[src/rtl/mm2pcie_pkg.sv]
package mm2pcie_pkg;

  typedef enum logic [1:0] {
    SP_MEM32 = 2'b00,
    SP_MEM64 = 2'b01,
    SP_IO    = 2'b10,
    SP_RSVD  = 2'b11
  } space_e;

  function automatic logic clears_high(input logic [1:0] code);
    return code == SP_MEM32;
  endfunction

endpackage

[src/rtl/mm2pcie_addr_split.sv]
module mm2pcie_addr_split #(
  parameter int M_W   = 24,
  parameter int LOW_W = 20,
  localparam int IDX_W = M_W - LOW_W
) (
  input  logic [M_W-1:0]   addr,
  output logic [IDX_W-1:0] page_idx,
  output logic [LOW_W-1:0] page_off
);

  // The page number selects a table entry; the offset passes through.
  assign page_idx = addr[M_W-1:LOW_W];
  assign page_off = addr[LOW_W-1:0];

endmodule

[src/rtl/mm2pcie_xlate_table.sv]
module mm2pcie_xlate_table #(
  parameter int IDX_W  = 4,
  parameter int BASE_W = 44,
  localparam int ENTRIES = 1 << IDX_W
) (
  input  logic              clk,
  input  logic              rst,
  input  logic              wr_en,
  input  logic [IDX_W-1:0]  wr_idx,
  input  logic [BASE_W-1:0] wr_base,
  input  logic [1:0]        wr_space,
  input  logic [IDX_W-1:0]  lk_idx,
  output logic [BASE_W-1:0] lk_base,
  output logic [1:0]        lk_space,
  input  logic [IDX_W-1:0]  rd_idx,
  output logic [BASE_W-1:0] rd_base,
  output logic [1:0]        rd_space
);

  logic [BASE_W-1:0] base_q  [ENTRIES];
  logic [1:0]        space_q [ENTRIES];

  // Each entry is a register with its own reset, so reset clears the table.
  for (genvar e = 0; e < ENTRIES; e++) begin : g_entry
    always_ff @(posedge clk) begin
      if (rst) begin
        base_q[e]  <= '0;
        space_q[e] <= 2'b00;
      end else if (wr_en && (wr_idx == IDX_W'(e))) begin
        base_q[e]  <= wr_base;
        space_q[e] <= wr_space;
      end
    end
  end

  // Asynchronous reads see the contents from before a same-cycle write.
  assign lk_base  = base_q[lk_idx];
  assign lk_space = space_q[lk_idx];
  assign rd_base  = base_q[rd_idx];
  assign rd_space = space_q[rd_idx];

endmodule

[src/rtl/mm2pcie_out_stage.sv]
module mm2pcie_out_stage
  import mm2pcie_pkg::*;
#(
  parameter int P_W   = 64,
  parameter int LOW_W = 20,
  localparam int BASE_W = P_W - LOW_W
) (
  input  logic              clk,
  input  logic              rst,
  input  logic              in_valid,
  input  logic [LOW_W-1:0]  page_off,
  input  logic [BASE_W-1:0] base,
  input  logic [1:0]        space,
  output logic              out_valid,
  output logic [P_W-1:0]    out_addr,
  output logic [1:0]        out_space
);

  logic [P_W-1:0] joined;
  logic [P_W-1:0] shaped;

  assign joined = {base, page_off};

  // The high-half clear exists only when the address is wider than 32 bits.
  if (P_W > 32) begin : g_wide
    always_comb begin
      shaped = joined;
      if (clears_high(space)) shaped[P_W-1:32] = '0;
    end
  end else begin : g_narrow
    assign shaped = joined;
  end

  always_ff @(posedge clk) begin
    if (rst) out_valid <= 1'b0;
    else     out_valid <= in_valid;
  end

  // The data registers load only on a valid request and hold otherwise.
  always_ff @(posedge clk) begin
    if (rst) begin
      out_addr  <= '0;
      out_space <= 2'b00;
    end else if (in_valid) begin
      out_addr  <= shaped;
      out_space <= space;
    end
  end

endmodule

[src/rtl/mm2pcie_cfg_port.sv]
module mm2pcie_cfg_port #(
  parameter int BASE_W = 44
) (
  input  logic              clk,
  input  logic              rst,
  input  logic              re,
  input  logic [BASE_W-1:0] tbl_base,
  input  logic [1:0]        tbl_space,
  output logic              rvalid,
  output logic [BASE_W-1:0] rbase,
  output logic [1:0]        rspace
);

  always_ff @(posedge clk) begin
    if (rst) rvalid <= 1'b0;
    else     rvalid <= re;
  end

  always_ff @(posedge clk) begin
    if (rst) begin
      rbase  <= '0;
      rspace <= 2'b00;
    end else if (re) begin
      rbase  <= tbl_base;
      rspace <= tbl_space;
    end
  end

endmodule

[src/rtl/mm2pcie_xlate.sv]
module mm2pcie_xlate #(
  parameter int LOW_W = 20,
  parameter int M_W   = 24,
  parameter int P_W   = 64,
  localparam int IDX_W  = M_W - LOW_W,
  localparam int BASE_W = P_W - LOW_W
) (
  input  logic              clk,
  input  logic              rst,
  input  logic              in_valid,
  input  logic [M_W-1:0]    in_addr,
  output logic              out_valid,
  output logic [P_W-1:0]    out_addr,
  output logic [1:0]        out_space,
  input  logic              cfg_we,
  input  logic [IDX_W-1:0]  cfg_widx,
  input  logic [BASE_W-1:0] cfg_wbase,
  input  logic [1:0]        cfg_wspace,
  input  logic              cfg_re,
  input  logic [IDX_W-1:0]  cfg_ridx,
  output logic              cfg_rvalid,
  output logic [BASE_W-1:0] cfg_rbase,
  output logic [1:0]        cfg_rspace
);

  logic [IDX_W-1:0]  page_idx;
  logic [LOW_W-1:0]  page_off;
  logic [BASE_W-1:0] lk_base;
  logic [1:0]        lk_space;
  logic [BASE_W-1:0] rd_base;
  logic [1:0]        rd_space;

  mm2pcie_addr_split #(.M_W(M_W), .LOW_W(LOW_W)) split_i (
    .addr     (in_addr),
    .page_idx (page_idx),
    .page_off (page_off)
  );

  mm2pcie_xlate_table #(.IDX_W(IDX_W), .BASE_W(BASE_W)) table_i (
    .clk      (clk),
    .rst      (rst),
    .wr_en    (cfg_we),
    .wr_idx   (cfg_widx),
    .wr_base  (cfg_wbase),
    .wr_space (cfg_wspace),
    .lk_idx   (page_idx),
    .lk_base  (lk_base),
    .lk_space (lk_space),
    .rd_idx   (cfg_ridx),
    .rd_base  (rd_base),
    .rd_space (rd_space)
  );

  mm2pcie_out_stage #(.P_W(P_W), .LOW_W(LOW_W)) out_i (
    .clk       (clk),
    .rst       (rst),
    .in_valid  (in_valid),
    .page_off  (page_off),
    .base      (lk_base),
    .space     (lk_space),
    .out_valid (out_valid),
    .out_addr  (out_addr),
    .out_space (out_space)
  );

  mm2pcie_cfg_port #(.BASE_W(BASE_W)) cfg_i (
    .clk       (clk),
    .rst       (rst),
    .re        (cfg_re),
    .tbl_base  (rd_base),
    .tbl_space (rd_space),
    .rvalid    (cfg_rvalid),
    .rbase     (cfg_rbase),
    .rspace    (cfg_rspace)
  );

endmodule

[config.mk]
export PLATFORM = sky130hd
export DESIGN_NAME = mm2pcie_xlate
export DESIGN_NICKNAME = d
export VERILOG_FILES = /design/src/rtl/mm2pcie_pkg.sv /design/src/rtl/mm2pcie_addr_split.sv /design/src/rtl/mm2pcie_xlate_table.sv /design/src/rtl/mm2pcie_out_stage.sv /design/src/rtl/mm2pcie_cfg_port.sv /design/src/rtl/mm2pcie_xlate.sv
export SDC_FILE = /design/constraint.sdc
export NUM_CORES = 1
export LEC_CHECK = 0
export CAP_MARGIN = 20
export CORE_AREA = 2 2 318 320
export DETAILED_ROUTE_END_ITERATION = 16
export DIE_AREA = 0 0 320 322
export GPL_TIMING_DRIVEN = 0
export PLACE_DENSITY = 0.7
export SLEW_MARGIN = 20
export SYNTH_ARGS = -nofsm -noshare
export SYNTH_HDL_FRONTEND = slang
export SYNTH_SLANG_ARGS = --single-unit
export TNS_END_PERCENT = 1
[constraint.sdc]
create_clock -name clk -period 10.8 [get_ports clk]
set_input_delay 3.24 -clock clk [delete_from_list [all_inputs] [get_ports clk]]
set_output_delay 3.24 -clock clk [all_outputs]
set_load 0.005 [all_outputs]
==> reports/summary.txt <==
placed cells: 4176
kind of cell adding the most delay to the critical path: simple AND/OR/NAND/NOR gates
CP Buf/Inv Count: 2
syn nets: 2739
Post-Syn Area: 0.0424 sq mm
number of flops mapped to enable cells by yosys: 736
DP Wirelength: 95100 um
global route overflow: 0
CP arrival: 6680 ps
wire per inst: 31.2 um
Ys Warns: 0
pin count of the biggest net entering global routing: 36
RR Startpoint: table_i.space_q[5][1]
Max Clk Rate: 163 MHz
DR iter-0 viols: 3607
Syn Area/Cell: 16.0 sq um
post-CTS sizing: 0
DIE AREA: 0.103 sq mm
unrepaired setup endpoints after global routing: no
top post-synthesis cells by area: edfxtp_1, mux4_2, and2_1
Row Count: 116
total leakage power: 17.2 nW
Final setup viols: 0
crit-path cells: clkdlybuf4s50_1 > nand2b_1 > or2_2 > nor2_1 > clkbuf_1 > and2_1
Chip Height: 322 um
first-pass GRT wire length: 192000 um
Final nets: 3056
Post-synth ARST share: 0
Fin Setup TNS: 0 ps
Layout area overhead: 18.0%
CP Data Required Time: 11330 ps
minimum clock period: 6150 ps
Chip Width: 320 um
CTS tree: built
HP Start: out_i.out_addr[47]
Port Buf Inserts: 185
clk_lat worst skew: 700 ps
Yosys cell types: 29
leading area contributor after synthesis: edfxtp_1
Hold Path Cell Cnt: 2
outcome: complete, no violations
Max-Slew Margin vs Limit: 0.125
max_cap viols: 0
clk sinks: 850
slowest CP cell: nor2_1
Worst Setup Start Kind: input pin
Worst path max stage delay: 900 ps
clock skew: 40.7 ps
critical path class: in2reg
P per Cell Area: 161 mW/mm^2
layout cell share with drive strength beyond 1: 0.221
post-route clock period utilization: 0.569
clk root buf: clkbuf_16
core area: 0.0996 sq mm
Slew @ Worst Pin: 1310 ps
clk buf depth: 3
H-tree Lvls: 3
top cells by count, synth: and2_1, edfxtp_1, mux4_2
max-slew violation count: 0
final hold violation count: 0
gp weighted congestion: 0.852
hold-fix buffers at CTS: 0
count leader, synth: and2_1
CTS buffer count: 93
clk slew on worst S/H paths: 60 ps
detailed-route via count: 26700
Yosys top cell area share: 0.521
register area share after synthesis: 0.575
Top FF cell, synth: edfxtp_1
worst-path fanout max: 10
post-CTS repair timing setup buffer count: 0
vias in the first global route: 27300
Worst setup EP type: flip-flop
WL final: 136000 um
Worst R2R End: out_i.out_addr[52]
Starting Density: 0.426
maximum vdd drop: 0.000113 V
Post-Synthesis Cells: 2656
fin cells: 4356
DRT Pass-1 Iters: 5
I/O Pins: 197
Hold EP: out_i.out_addr[47]
DRT antenna net count: 0
mean number of vias per cell: 6.13
synthesized flop and latch total: 850
antenna violations before repair: 12
flop2flop setup slack: 7870 ps
Hold Crit Class: reg2reg
gr usage total: 0.263
DR DRC count: 0
Reg2Reg Depth: 6
==> registers in the layout (all words and copies together), names as in the netlist <==
| register | flops |
|---|---|
| cfg_i.rbase | 44 |
| cfg_i.rspace | 2 |
| cfg_i.rvalid | 1 |
| out_i.out_addr | 64 |
| out_i.out_space | 2 |
| out_i.out_valid | 1 |
| table_i.base_q | 704 |
| table_i.space_q | 32 |
==> power breakdown <==
part	total [mW]	leakage (nW)	switching (mW)	internal (mW)
combinational	1.02	7.71	0.517	0.500
sequential	3.88	7.99	0.103	3.77
clock	3.15	1.47	1.37	1.78
total	8.04	17.2	1.99	6.05
==> cells by family after synthesis <==
family / synth area share
DFF: 0.575
muxes: 0.245
buffers and inverters: 0.0311
and+or+nand+nor: 0.122
AOI/OAI and AO/OA: 0.0268
==> metal layers <==
metal,up-vias,global-route usage,share of wire
met4,16,0.133,0.055
met5,-,0,0.00068
li1,10900,-,-
met2,1701,0.422,0.47
met3,400,0.0738,0.11
met1,13700,0.328,0.36
==> worst max path at each step <==
stage / start / to / slack [ps] / cells past startpoint
floorplan: cfg_widx[0] / table_i.base_q[9][0] / 4320 / 4
global placement: cfg_widx[2] / table_i.base_q[13][41] / 730 / 3
detailed placement: cfg_widx[2] / table_i.base_q[14][25] / 4060 / 6
CTS: cfg_widx[2] / table_i.base_q[14][31] / 4760 / 6
global route: cfg_widx[2] / table_i.base_q[8][15] / 4720 / 6
finish: cfg_widx[2] / table_i.base_q[8][16] / 4650 / 6
==> tightest hold or removal path: stages (launching register included) <==
cell and delay [ps]:
dfxtp_1 310, inv_1 50, o32ai_1 70
==> cells in the final DEF (no fill, tap or decap), types with 33 or more instances in the layout <==
master,synthesis,routed
clkbuf_1,189,210
and2_1,737,737
edfxtp_1,736,736
inv_1,33,33
clkdlybuf4s50_1,0,185
nor2_1,97,93
a22o_1,64,64
mux4_2,423,423
mux2i_1,80,80
dfxtp_1,114,114
clkbuf_16,0,96
==> through the flow <==
| stage | instance area [sq um] | hold WS, ps | power (mW) | util | setup WS (ps) |
|---|---|---|---|---|---|
| 6_report | 50000 | 473 | 8.04 | 0.502 | 4650 |
| 5_1_grt | 50000 | 495 | 8.23 | 0.502 | 4720 |
| 4_1_cts | 50000 | 476 | 8.04 | 0.502 | 4760 |
| 3_5_place_dp | 47000 | 467 | 4.95 | 0.472 | 4060 |
| 3_3_place_gp | 45900 | 463 | 4.89 | 0.461 | 728 |
| 2_1_floorplan | 42400 | 470 | 4.48 | - | 4320 |
==> cell type report <==
cell class	count	area, sq um
tap	1298	1620
buffer	257	1200
inverter	33	124
timing repair buffer	222	2810
multi-input combinational	1516	16900
antenna	5	12.5
fill	8205	49500
sequential	850	24400
clock inverter	51	444
clock buffer	124	2540
Note: power is estimated with default switching activity, not from simulation.
